File: config.mk
export PLATFORM = sky130hd
export DESIGN_NAME = idsel_mask_unit
export DESIGN_NICKNAME = d
export VERILOG_FILES = /design/src/rtl/idsel_mask_pkg.sv /design/src/rtl/idsel_hide_reg.sv /design/src/rtl/idsel_gate.sv /design/src/rtl/idsel_mask_unit.sv
export SDC_FILE = /design/constraint.sdc
export NUM_CORES = 1
export LEC_CHECK = 0
export CORE_AREA = 3 3 56 58
export DETAILED_ROUTE_END_ITERATION = 8
export DIE_AREA = 0 0 59 61
export DONT_BUFFER_PORTS = 1
export GPL_TIMING_DRIVEN = 0
export PLACE_DENSITY_LB_ADDON = 0.2
export SLEW_MARGIN = 20
export SYNTH_ARGS = -nofsm -noshare
export SYNTH_HDL_FRONTEND = slang
export SYNTH_SLANG_ARGS = --single-unit
File: constraint.sdc
create_clock -name clk -period 1.4 [get_ports clk]
set_input_delay 0.21 -clock clk [delete_from_list [all_inputs] [get_ports clk]]
set_output_delay 0.21 -clock clk [all_outputs]
set_load 0.05 [all_outputs]
File: src/rtl/idsel_mask_pkg.sv
package idsel_mask_pkg;
    // Defaults shared by the unit and its sub-blocks
    localparam int unsigned NUM_DEV_DEF    = 4;
    localparam int unsigned AD_W_DEF       = 32;
    localparam int unsigned IDSEL_LSB_DEF  = 16;
    localparam int unsigned DEV_W_DEF      = 5;
    localparam int unsigned CFG_DW_DEF     = 32;
    localparam int unsigned OFF_W_DEF      = 6;
    localparam int unsigned HIDE_DWORD_DEF = 16;  // byte offset 40h

    // Bit of the AD bus that serves as IDSEL for a given device
    function automatic int unsigned idsel_bit(input int unsigned lsb, input int unsigned dev);
        return lsb + dev;
    endfunction
endpackage

File: src/rtl/idsel_hide_reg.sv
module idsel_hide_reg
    import idsel_mask_pkg::*;
#(
    parameter int unsigned NUM_DEV    = NUM_DEV_DEF,
    parameter int unsigned DW         = CFG_DW_DEF,
    parameter int unsigned OFF_W      = OFF_W_DEF,
    parameter int unsigned HIDE_DWORD = HIDE_DWORD_DEF
) (
    input  logic               clk,
    input  logic               rst_n,
    input  logic               wr_i,
    input  logic               rd_i,
    input  logic [OFF_W-1:0]   dword_i,
    input  logic [DW/8-1:0]    be_i,
    input  logic [DW-1:0]      wdata_i,
    output logic [NUM_DEV-1:0] hide_o,
    output logic [DW-1:0]      rdata_o
);
    localparam int unsigned BE_W = DW / 8;

    typedef struct packed {
        logic [NUM_DEV-1:0] hide;
        logic [DW-1:0]      rdata;
    } hreg_t;

    hreg_t st_d, st_q;
    logic  hit;

    always_comb begin
        hit  = (dword_i == OFF_W'(HIDE_DWORD));
        st_d = st_q;
        // Each flag is written only when the byte lane holding it is enabled
        if (wr_i && hit) begin
            for (int i = 0; i < NUM_DEV; i++) begin
                if (be_i[i / 8]) begin
                    st_d.hide[i] = wdata_i[i];
                end
            end
        end
        // Read captures the flags as they stood before any same-cycle write
        if (rd_i) begin
            st_d.rdata = '0;
            if (hit) begin
                st_d.rdata[NUM_DEV-1:0] = st_q.hide;
            end
        end
    end

    always_ff @(posedge clk or negedge rst_n) begin
        if (!rst_n) begin
            st_q <= '0;
        end else begin
            st_q <= st_d;
        end
    end

    assign hide_o  = st_q.hide;
    assign rdata_o = st_q.rdata;

    // Reserved write bits and upper lanes carry no storage
    logic unused_wbits;
    assign unused_wbits = ^{wdata_i[DW-1:NUM_DEV], be_i[BE_W-1:0]};
endmodule

File: src/rtl/idsel_gate.sv
module idsel_gate
    import idsel_mask_pkg::*;
#(
    parameter int unsigned NUM_DEV   = NUM_DEV_DEF,
    parameter int unsigned AD_W      = AD_W_DEF,
    parameter int unsigned IDSEL_LSB = IDSEL_LSB_DEF,
    parameter int unsigned DEV_W     = DEV_W_DEF
) (
    input  logic               addr_ph_i,
    input  logic               cfg_t0_i,
    input  logic [DEV_W-1:0]   dev_i,
    input  logic [NUM_DEV-1:0] hide_i,
    input  logic [AD_W-1:0]    ad_i,
    output logic [AD_W-1:0]    ad_o
);
    logic               cfg_addr;
    logic [NUM_DEV-1:0] kill;

    assign cfg_addr = addr_ph_i && cfg_t0_i;

    for (genvar n = 0; n < NUM_DEV; n++) begin : g_kill
        assign kill[n] = cfg_addr && (dev_i == DEV_W'(n)) && hide_i[n];
    end

    always_comb begin
        ad_o = ad_i;
        for (int n = 0; n < NUM_DEV; n++) begin
            if (kill[n]) begin
                ad_o[idsel_bit(IDSEL_LSB, n)] = 1'b0;
            end
        end
    end
endmodule

File: src/rtl/idsel_mask_unit.sv
module idsel_mask_unit
    import idsel_mask_pkg::*;
#(
    parameter int unsigned NUM_DEV    = NUM_DEV_DEF,
    parameter int unsigned AD_W       = AD_W_DEF,
    parameter int unsigned IDSEL_LSB  = IDSEL_LSB_DEF,
    parameter int unsigned DEV_W      = DEV_W_DEF,
    parameter int unsigned DW         = CFG_DW_DEF,
    parameter int unsigned OFF_W      = OFF_W_DEF,
    parameter int unsigned HIDE_DWORD = HIDE_DWORD_DEF
) (
    input  logic              clk,
    input  logic              rst_n,
    input  logic              cfg_wr_i,
    input  logic              cfg_rd_i,
    input  logic [OFF_W-1:0]  cfg_dword_i,
    input  logic [DW/8-1:0]   cfg_be_i,
    input  logic [DW-1:0]     cfg_wdata_i,
    output logic [DW-1:0]     rd_data_o,
    input  logic              bus_addr_ph_i,
    input  logic              bus_cfg_t0_i,
    input  logic [DEV_W-1:0]  bus_dev_i,
    input  logic [AD_W-1:0]   ad_i,
    output logic [AD_W-1:0]   ad_o
);
    logic [NUM_DEV-1:0] hide;

    idsel_hide_reg #(
        .NUM_DEV(NUM_DEV), .DW(DW), .OFF_W(OFF_W), .HIDE_DWORD(HIDE_DWORD)
    ) u_reg (
        .clk(clk), .rst_n(rst_n),
        .wr_i(cfg_wr_i), .rd_i(cfg_rd_i), .dword_i(cfg_dword_i),
        .be_i(cfg_be_i), .wdata_i(cfg_wdata_i),
        .hide_o(hide), .rdata_o(rd_data_o)
    );

    idsel_gate #(
        .NUM_DEV(NUM_DEV), .AD_W(AD_W), .IDSEL_LSB(IDSEL_LSB), .DEV_W(DEV_W)
    ) u_gate (
        .addr_ph_i(bus_addr_ph_i), .cfg_t0_i(bus_cfg_t0_i), .dev_i(bus_dev_i),
        .hide_i(hide), .ad_i(ad_i), .ad_o(ad_o)
    );
endmodule

== Word-level counts from Yosys, hierarchy flattened ==
Index checks and enable logic that the tools add are counted.
Widths: inputs -> output; s select.
Storage, ports and cells
  register bits: 8
  bits in latches: 0
  memory bits (writable): 0
  bits in read-only memories: 0
  output and inout bits: 64
  word-level logic and storage cells: 23
  memories: 0
Operators by class
  add/subtract/negate cells: 0
  $mul: 0
  div/mod/pow operators: 0
  order comparisons: 0
  eq/ne operators: 4
  shift-type cells: 0
  multiplexer cells: 5
  bitwise operators: 0
  reductions and logical operators: 12
Operators with widths (count)
  $eq 5x2->1 const B: 2
  $logic_and 1x1->1: 10
  $eq 6x5->1 const B: 1
  $eq 5x1->1 const B: 1
  $logic_not 5->1: 1
  $mux 1: 4
  $mux 4: 1
  $reduce_and 2->1: 1

== Depth between registers and ports, before layout ==
Gate-level depths: netlist of run 1.
  word-level depth: 4
  gate-level depth with buffers: 3

== Modules after synthesis ==
From an unflattened synthesis of run 1, not the netlist that was laid out.
Second synthesis, totals
  cells, all modules: 98
  area, all modules: 865.8 um2
Modules (own cells, without submodules)
  idsel_hide_reg: times used 1, cells each 58, area an instance 561.8 um2, sequential area each 200.2 um2
  idsel_gate: times used 1, cells each 40, area an instance 304.0 um2, sequential area each 0.0 um2

== Worst setup path before layout of run 1 ==
No wires, ideal clock.
  kind: flip-flop to output port
  from: register u_reg.st_q (netlist bit u_reg.hide_o[3])
  to: output port ad_o[19]
  arrival: 1280 ps
  data required time: 1190 ps
  setup slack: -90 ps
  stages on the path, launching flop included: 2
  path buffers: 0
  cell sequence: dfrtp_1 -> a41oi_1
On the way
  longest elaborated chain between the ends: 2
Ends and longest elaborated chain
  start, declared: RTL line idsel_hide_reg.sv:26  | hreg_t st_d, st_q;
  start signal, assigned: RTL line idsel_hide_reg.sv:53  | st_q <= st_d;
  $logic_and 1x1->1: RTL line idsel_gate.sv:22  | assign kill[n] = cfg_addr && (dev_i == DEV_W'(n)) && hide_i[n];
  $mux 1: RTL line idsel_gate.sv:28  | if (kill[n]) begin
  end, declared: RTL line idsel_mask_unit.sv:24  | output logic [AD_W-1:0] ad_o
Every way passes these cells.

== Worst setup path in the final report of run 1 ==
  from: register u_reg.st_q (netlist bit u_reg.hide_o[2])
  to: output port ad_o[18]
The elaborated chain is that of the path after synthesis.

==> run summary, run 1 <==
### Clock tree
- CTS sink count: 8
- buffer depth of the longest clock path: 2
- Skew-Pair Late Insertion Delay: 250 ps
- number of setup buffers added after CTS: 0
- CTS H-tree lvls: 1
- Clk pin slew, worst setup/hold paths: 50 ps
- cell at the root of the clock tree: clkbuf_4
- number of buffers created by CTS: 3
- CTS tree: done

### STA
- final worst-path cycle share: 100%
- Slew @ Worst Pin: 673 ps
- worst hold margin: 106 ps
- maximum achievable frequency: 711 MHz
- Setup Total Neg Slack: -6.56 ps
- final setup violation count: 1
- Max-Slew Margin vs Limit: 55.2%
- RSZ-0062 raised after global routing: true
- count of pins over their slew limit: 0
- final critical-path setup slack: -6.56 ps
- Final Hold Violating Endpoints: 0
- post-layout min period: 1410 ps
- largest clock skew in the final design: 1.91 ps

### Synth
- number of instances in the synthesized netlist: 98
- sequential fraction of the synthesis area: 23.8%
- Cell Area, Synth: 840 µm²
- main area contributors after synthesis: buf_4, dfrtp_1, mux2_2
- Seq cells post-synth: 8
- count of distinct cell types in the synthesized netlist: 13
- mean instance size in the synthesized netlist: 8.57 µm²
- post-synth top area cell: buf_4
- total number of yosys warnings: 0
- Yosys top cell area share: 50.1%

### Global route
- total overflow reported by the global router: 0
- aggregate global-route resource usage: 7.73%
- via count of the first global-routing pass: 451
- antenna violations before repair: 0
- global-route wire length before repair: 2010 µm
- largest net degree at the start of global routing: 9

### Layout
- share of cells above drive strength 1: 54.3%
- # fillers: 279
- top library cells by usage in the layout, fill and taps aside: buf_4, conb_1, inv_1, dfrtp_1, nand2_1
- combined flip-flop and latch cell area: 200 µm²
- multi-input gate area in the final layout: 347 µm²
- leading cell type in the layout, fill and taps excluded: buf_4
- area added between synthesis and finish: 28.6%
- final-stage net count: 216
- fin util: 39.8%
- ANT cells: 0

### Routing
- met3 routed wirelength: 374 µm
- met2 wire length: 1030 µm
- Total Routed Length: 1810 µm
- router iterations before antenna repair: 3
- highest layer used for signal routing: met3
- routed metal-1 wirelength: 397 µm
- Avg Vias per Cell: 3.76
- number of DRC markers in iteration 0: 6
- number of nets still failing antenna checks after routing: 0
- detailed-route via count: 601
- DR WL/cell: 11.3 µm
- number of design rule violations left after detail routing: 0

### Status
- violations in the final reports: setup timing
- status: complete, but fails checks

### Placement
- number of buffers added on ports: 0
- half-perimeter wire length after detailed placement: 1590 µm
- Worst Setup Slack post-DPL: -198 ps
- GPL Wtd Cong: 0.699

### Min path
- worst hold-check path type: input port to flop

### Floorplan
- vertical die dimension: 61 µm
- Chip Width: 59 µm
- floorplan core area: 0.00271 mm²
- standard-cell row count: 19
- Ports: 149
- Initial Utilization: 31.0%
- overall die area: 0.00360 mm²

### Power and ir drop
- sum of internal, switching and leakage power: 944 µW
- P per Cell Area: 874 mW/mm²
- worst IR drop on VDD: 338 µV
- Leakage Power: 0.605 nW

### Worst setup path
- required time of the critical path: 1190 ps
- WP data arrival: 1200 ps
- sum of buffers and inverters on the critical path: 0
- cell-by-cell listing of the critical path: a41oi_2
- critical-path cell with the highest stage delay: a41oi_2
- slowest cell delay on critical path: 530 ps
- startpoint-to-endpoint class of the critical path: flop to output port
- CP Launch Type: flop
- endpoint class of the critical path: output port
- biggest fanout along the worst timing path: 3
- setup slack of the worst register-to-register path: 420 ps
- kind of cell adding the most delay to the critical path: compound AO/OA/AOI/OAI gates

### Run
- count of maximum capacitance violations: 0

==> where the power goes <==
| part | switching [mW] | total [mW] | internal, mW |
|---|---|---|---|
| Clock | 0.0742 | 0.172 | 0.0978 |
| Combinational | 0.386 | 0.518 | 0.132 |
| Sequential | 0.0126 | 0.254 | 0.241 |
| Total | 0.473 | 0.944 | 0.471 |
==> synth_stat cells <==
cell / n
buf_4: 56
inv_1: 10
dfrtp_1: 8
nand2_1: 6
a41oi_1: 4
mux2_2: 4
o22ai_1: 4
clkbuf_1: 1
conb_1: 1
nand4_2: 1
nor2_1: 1
nor4_1: 1
nor4b_4: 1
==> path summary, 6_finish.rpt <==
check	start	end	cells after the start
min in group asynchronous	rst_n	u_reg.rdata_o[2]	1
max in group asynchronous	rst_n	u_reg.hide_o[2]	1
min reg2reg	u_reg.hide_o[1]	u_reg.hide_o[1]	1
max	u_reg.hide_o[2]	ad_o[18]	1
max reg2reg	u_reg.rdata_o[0]	u_reg.rdata_o[0]	2
min	cfg_wdata_i[3]	u_reg.hide_o[3]	1
==> cells by family (layout without fill, tap and decap cells) <==
logic type             after synthesis  count (layout)  synth area share (%)
other                                1              28                 0.447
AOI/OAI and AO/OA                    8               8                  7.15
DFF                                  8               8                  23.8
buffers and inverters               67              71                  55.0
and+or+nand+nor                     10              10                  8.20
muxes                                4               4                  5.36
==> per-layer routing <==
layer / vias to the layer above / track usage (%)
met2: 60 / 15.0
met4: 0 / 3.88
met3: 0 / 5.53
li1: 291 / -
met5: - / 0
met1: 250 / 5.38
==> area by class of cell <==
| cell class | count | share of cell area [%] |
|---|---|---|
| buffer | 57 | 39.3 |
| multi-input combinational | 50 | 32.1 |
| sequential | 8 | 18.5 |
| tap | 31 | 3.59 |
| inverter | 10 | 3.48 |
| clock buffer | 3 | 2.09 |
| timing repair buffer | 1 | 0.927 |
==> flip-flops by register name, summed over array words and instances, names as in the netlist <==
| signal | flops |
|---|---|
| u_reg.rdata_o | 4 |
| u_reg.hide_o | 4 |
==> stage by stage <==
stage          cells  area, µm²
2_1_floorplan    125        941
3_3_place_gp     156        980
3_5_place_dp     156        980
4_1_cts          160       1050
5_1_grt          160       1080
6_report         160       1080
==> repair_timing <==
action | in CTS | in global routing
endpoints found under the hold margin | 8 | 0
resized for setup | 5 | 3
hold buffers | 1 | 0
setup endpoints to repair | 4 | 4
cloned | 0 | 0
No activity file was read; power rests on OpenSTA's default activity.
==> inputs of run 2 (changes only) <==
Settings changed: RECOVER_POWER set to 100.
Clock period 1.4 ns to 1.5 ns, I/O delays scaled along.
==> run 2 against run 1 <==
The flow now finishes without violations. First-iteration DRC count decreased by 83%. Clock skew about the same. Die area unchanged. Count of clock-buffer cells in the layout unchanged. Total power decreased by 11%. Hold slack improved by 17 ps. Final cell count unchanged. Combinational power decreased by 15%. Register-to-register slack improved by 100 ps. Global-route usage unchanged. Largest power group unchanged.
==> run summary, run 2 (synthesis results as in run 1) <==
### Status
- status: completed

### Worst setup path
- kind of cell adding the most delay to the critical path: simple AND/OR/NAND/NOR gates
- startpoint-to-endpoint class of the critical path: input port to output port
- cell-by-cell listing of the critical path: nor4_2 -> a41oi_2
- sum of buffers and inverters on the critical path: 0, unchanged
- critical-path cell with the highest stage delay: nor4_2
- CP Launch Type: input port
- slowest cell delay on critical path: 560 ps, +30 ps
- WP data arrival: 1270 ps, +70 ps
- endpoint class of the critical path: output port
- biggest fanout along the worst timing path: 4, +1
- setup slack of the worst register-to-register path: 520 ps, +100 ps
- required time of the critical path: 1270 ps, +80 ps

### Routing
- detailed-route via count: 604, +0.50%
- met3 routed wirelength: 381 µm, +1.9%
- number of design rule violations left after detail routing: 0, unchanged
- Total Routed Length: 1810 µm, +0.11%
- Avg Vias per Cell: 3.78, +0.50%
- number of DRC markers in iteration 0: 1, -5
- router iterations before antenna repair: 2, -1
- met2 wire length: 999 µm, -3.3%
- highest layer used for signal routing: met3
- DR WL/cell: 11.3 µm, +0.11%
- number of nets still failing antenna checks after routing: 0, unchanged
- routed metal-1 wirelength: 426 µm, +7.3%

### STA
- Final Hold Violating Endpoints: 0, unchanged
- post-layout min period: 1490 ps
- final critical-path setup slack: 7.10 ps, +13.7 ps
- final worst-path cycle share: 99.5%
- maximum achievable frequency: 670 MHz
- Max-Slew Margin vs Limit: 54.5%, -0.70 points
- final setup violation count: 0, -1
- largest clock skew in the final design: 2.20 ps, +0.290 ps
- Slew @ Worst Pin: 684 ps, +10.5 ps
- count of pins over their slew limit: 0, unchanged
- RSZ-0062 raised after global routing: true

### Placement
- Placed Area: 980 µm², unchanged
- half-perimeter wire length after detailed placement: 1590 µm, unchanged
- Worst Setup Slack post-DPL: -128 ps, +70.0 ps
- GPL Wtd Cong: 0.699, unchanged
- number of buffers added on ports: 0, unchanged

### Run
- count of maximum capacitance violations: 0, unchanged

### Layout
- top library cells by usage in the layout, fill and taps aside: clkbuf_1, buf_4, conb_1, inv_1, dfrtp_1
- area of all placed cells without fillers: 922 µm², -15%
- share of cells above drive strength 1: 31.0%, -23 points
- area added between synthesis and finish: 9.84%
- leading cell type in the layout, fill and taps excluded: clkbuf_1
- final-stage net count: 216, unchanged
- ANT cells: 0, unchanged

### Floorplan
- Initial Utilization: 31.0%, unchanged
- Ports: 149, unchanged
- overall die area: 0.00360 mm², unchanged
- Chip Width: 59 µm, unchanged
- vertical die dimension: 61 µm, unchanged
- floorplan core area: 0.00271 mm², unchanged
- standard-cell row count: 19, unchanged

### Power and ir drop
- Leakage Power: 0.481 nW, -21%
- worst IR drop on VDD: 304 µV, -10%
- P per Cell Area: 907 mW/mm², +3.8%

### Clock tree
- CTS tree: done
- CTS sink count: 8, unchanged
- buffer depth of the longest clock path: 2, unchanged
- cell at the root of the clock tree: clkbuf_4
- CTS H-tree lvls: 1, unchanged
- Skew-Pair Late Insertion Delay: 250 ps, about the same
- number of buffers created by CTS: 3, unchanged
- Clk pin slew, worst setup/hold paths: 50 ps, about the same

### Global route
- largest net degree at the start of global routing: 9, unchanged
- global-route wire length before repair: 2010 µm, unchanged
- antenna violations before repair: 0, unchanged
- via count of the first global-routing pass: 451, unchanged
- aggregate global-route resource usage: 7.73%, unchanged
- total overflow reported by the global router: 0, unchanged

### Min path
- worst hold-check path type: input port to flop

run 2: cell count changes in the layout (fill, tap and decap cells not counted):
| cell | before | now |
|---|---|---|
| buf_4 | 56 | 28 |
| clkbuf_1 | 1 | 29 |
| a41oi_2 | 2 | 4 |
| a41oi_4 | 2 | 0 |
| nand4_1 | 0 | 1 |
| nand4_2 | 1 | 0 |
| nor4_2 | 0 | 1 |
| nor4_4 | 1 | 0 |
| nor4b_1 | 0 | 1 |
| nor4b_4 | 1 | 0 |
run 2: final timing paths:
path | from | endpoint | depth (start not counted)
hold / removal | cfg_wdata_i[3] | u_reg.hide_o[3] | 1
max in group asynchronous | rst_n | u_reg.hide_o[2] | 1
hold reg to reg | u_reg.hide_o[0] | u_reg.rdata_o[0] | 2
min in group asynchronous | rst_n | u_reg.rdata_o[3] | 1
setup / recovery | bus_dev_i[3] | ad_o[16] | 2
setup reg to reg | u_reg.rdata_o[0] | u_reg.rdata_o[0] | 2
run 2: timing repair:
| action | 4_1_cts | 5_1_grt |
|---|---|---|
| resized for setup | 5 | 0 |
| hold buffers | 1 | 0 |
| endpoints found under the setup margin | 4 | 4 |
| hold endpoints to repair | 8 | 0 |
| setup buffers | 0 | 0 |
| gates cloned | 0 | 0 |
run 2: metal layers:
metal,track usage [%],up-vias
li1,-,292
met1,5.38,252
met2,15.0,60
met3,5.53,0
met4,3.88,0
met5,0,-
run 2: through the flow:
stage | hold slack (ps) | total power, mW | util [%] | cells | TNS (ps)
floorplan | -70.6 | 0.691 | - | 125 | -5.31
global placement | -70.3 | 0.702 | 36.1 | 156 | -252
detailed placement | -70.3 | 0.702 | 36.1 | 156 | -486
CTS | 110 | 0.881 | 38.7 | 160 | 0
global route | 111 | 0.872 | 34.0 | 160 | -112
finish | 122 | 0.836 | 34.0 | 160 | 0
run 2: power by group:
part           internal, mW  leakage [nW]  total, mW  switching (mW)
clock                0.0912        0.0138      0.160          0.0683
combinational        0.0836         0.357      0.441           0.357
sequential            0.225         0.110      0.236          0.0105
run 2: final cells by class:
type | count | area, µm²
multi-input combinational | 50 | 294
sequential | 8 | 200
tap | 31 | 38.8
clock buffer | 3 | 22.5
timing repair buffer | 1 | 10.0
buffer | 57 | 319
inverter | 10 | 37.5
fill | 319 | 1790
==> inputs of run 3 (changes only) <==
Settings changed: CORE_AREA 3 3 56 58 to 3 3 57 59, DIE_AREA 0 0 59 61 to 0 0 60 62.
==> run 3 against run 2 <==
Final cell count is the same. Hold slack worse by 7.0 ps. Flip-flop and latch count unchanged. Critical path type is now flop to output port. Largest cell class unchanged. Largest power group unchanged.
==> run summary, run 3 (synthesis results as in run 1) <==
### Status
- status: completed

### Layout
- final-stage net count: 216, unchanged
- area added between synthesis and finish: 12.2%
- share of cells above drive strength 1: 31.0%, unchanged
- non-filler instance count after layout: 160, unchanged
- leading cell type in the layout, fill and taps excluded: clkbuf_1
- area of all placed cells without fillers: 942 µm², +2.2%
- ANT cells: 0, unchanged
- # fillers: 323, +1.3%
- top library cells by usage in the layout, fill and taps aside: clkbuf_1, buf_4, conb_1, inv_1, dfrtp_1

### Worst setup path
- slowest cell delay on critical path: 540 ps, -20 ps
- required time of the critical path: 1270 ps, about the same
- capture instance of the worst register-to-register path: u_reg.rdata_o[1]
- kind of cell adding the most delay to the critical path: compound AO/OA/AOI/OAI gates
- worst reg-to-reg path cell count: 2, unchanged
- path length in cells of the critical path: 1, -1
- WP data arrival: 1220 ps, -50 ps
- origin of the critical flop-to-flop path: u_reg.rdata_o[1]
- biggest fanout along the worst timing path: 3, -1
- critical path startpoint: u_reg.hide_o[1]
- setup slack of the worst register-to-register path: 530 ps, about the same
- Critical Path Sink: ad_o[17]
- startpoint-to-endpoint class of the critical path: flop to output port
- critical-path cell with the highest stage delay: a41oi_2
- endpoint class of the critical path: output port
- CP Launch Type: flop
- cell-by-cell listing of the critical path: a41oi_2
- sum of buffers and inverters on the critical path: 0, unchanged

### Routing
- met2 wire length: 1140 µm, +14%
- routed metal-1 wirelength: 537 µm, +26%
- number of nets still failing antenna checks after routing: 0, unchanged
- number of DRC markers in iteration 0: 7, +6
- Avg Vias per Cell: 3.91, +3.6%
- Total Routed Length: 2100 µm, +16%
- highest layer used for signal routing: met4
- number of design rule violations left after detail routing: 0, unchanged
- DR WL/cell: 13.1 µm, +16%
- router iterations before antenna repair: 3, +1
- met3 routed wirelength: 389 µm, +2.1%
- detailed-route via count: 626, +3.6%

### Clock tree
- number of setup buffers added after CTS: 0, unchanged
- Skew-Pair Late Insertion Delay: 260 ps, about the same
- Clk pin slew, worst setup/hold paths: 60 ps, about the same
- cell at the root of the clock tree: clkbuf_4
- buffer depth of the longest clock path: 2, unchanged
- CTS tree: done
- CTS H-tree lvls: 1, unchanged
- CTS sink count: 8, unchanged
- number of buffers created by CTS: 3, unchanged

### STA
- final worst-path cycle share: 96.0%, -3.5 points
- largest clock skew in the final design: 8.93 ps, +6.73 ps
- Max-Slew Margin vs Limit: 54.9%, +0.42 points
- maximum achievable frequency: 694 MHz, +3.6%
- final setup violation count: 0, unchanged
- Slew @ Worst Pin: 677 ps, -6.27 ps
- Final Hold Violating Endpoints: 0, unchanged
- worst hold margin: 115 ps, -6.97 ps
- post-layout min period: 1440 ps, -52.5 ps
- count of pins over their slew limit: 0, unchanged
- RSZ-0062 raised after global routing: false

### Floorplan
- standard-cell row count: 19, unchanged
- overall die area: 0.00372 mm², +3.4%
- Ports: 149, unchanged
- Initial Utilization: 30.4%, -0.53 points
- Chip Width: 60 µm, +1.7%
- floorplan core area: 0.00276 mm², +1.8%
- vertical die dimension: 62 µm, +1.6%

### Power and ir drop
- P per Cell Area: 901 mW/mm², -0.67%
- worst IR drop on VDD: 393 µV, +30%
- Leakage Power: 0.484 nW, +0.58%

### Min path
- cell depth of the worst min-delay path: 1, unchanged
- worst hold-check path type: input port to flop

### Placement
- Placed Area: 987 µm², +0.77%
- cell count after placement: 156, unchanged
- half-perimeter wire length after detailed placement: 1780 µm, +12%
- number of buffers added on ports: 0, unchanged
- GPL Wtd Cong: 0.702, +0.56%

### Run
- count of maximum capacitance violations: 0, unchanged

### Global route
- via count of the first global-routing pass: 462, +2.4%
- global-route wire length before repair: 2170 µm, +7.5%
- aggregate global-route resource usage: 8.45%, +0.72 points
- total overflow reported by the global router: 0, unchanged
- largest net degree at the start of global routing: 9, unchanged
- antenna violations before repair: 0, unchanged

[run 3: cell count changes in the layout (fill, tap and decap cells not counted)]
cell,change
a41oi_2,-1
nor4_4,+1
nor4_2,-1
a41oi_4,+1
[run 3: through the flow]
| stage | setup WS [ps] | TNS, ps | util [%] | power (mW) |
|---|---|---|---|---|
| after detailed placement | -206 | -641 | 35.8 | 0.705 |
| after floorplan | -5.31 | -5.31 | - | 0.691 |
| after global routing | 20.1 | 0 | 34.2 | 0.883 |
| final | 59.6 | 0 | 34.2 | 0.849 |
| after CTS | 5.06 | 0 | 38.0 | 0.888 |
| after global placement | -95.2 | -232 | 35.5 | 0.703 |
[run 3: worst min-delay path by stage]
stage	from	slack [ps]	to
finish	cfg_wdata_i[1]	120	u_reg.hide_o[1]
detailed placement	rst_n	-70	u_reg.rdata_o[1]
global route	cfg_wdata_i[1]	110	u_reg.hide_o[1]
floorplan	rst_n	-70	u_reg.hide_o[0]
CTS	cfg_wdata_i[1]	110	u_reg.hide_o[1]
global placement	rst_n	-70	u_reg.rdata_o[1]
[run 3: timing repair]
item,4_1_cts,5_1_grt
endpoints found under the setup margin,4,4
gates resized for setup,4,2
endpoints found under the hold margin,8,0
hold buffers,1,0
cloned,0,0
[run 3: area by class of cell]
class	instances	area (µm²)	share of cell area, %
plain buffers	57	319	33.9
multi-input cells	50	314	33.3
flip-flops and latches	8	200	21.2
well taps	31	38.8	4.12
inverters	10	37.5	3.98
clock buffers	3	22.5	2.39
repair buffers	1	10.0	1.06
[run 3: metal layers]
| layer | vias up | GRT usage [%] |
|---|---|---|
| met2 | 67 | 15.4 |
| met3 | 4 | 5.17 |
| met5 | - | 0 |
| met4 | 0 | 5.70 |
| met1 | 263 | 6.61 |
| li1 | 292 | - |
[run 3: report_power, final]
group | internal (mW) | switching [mW]
Sequential | 0.225 | 0.0116
Combinational | 0.0852 | 0.360
Clock | 0.0917 | 0.0748
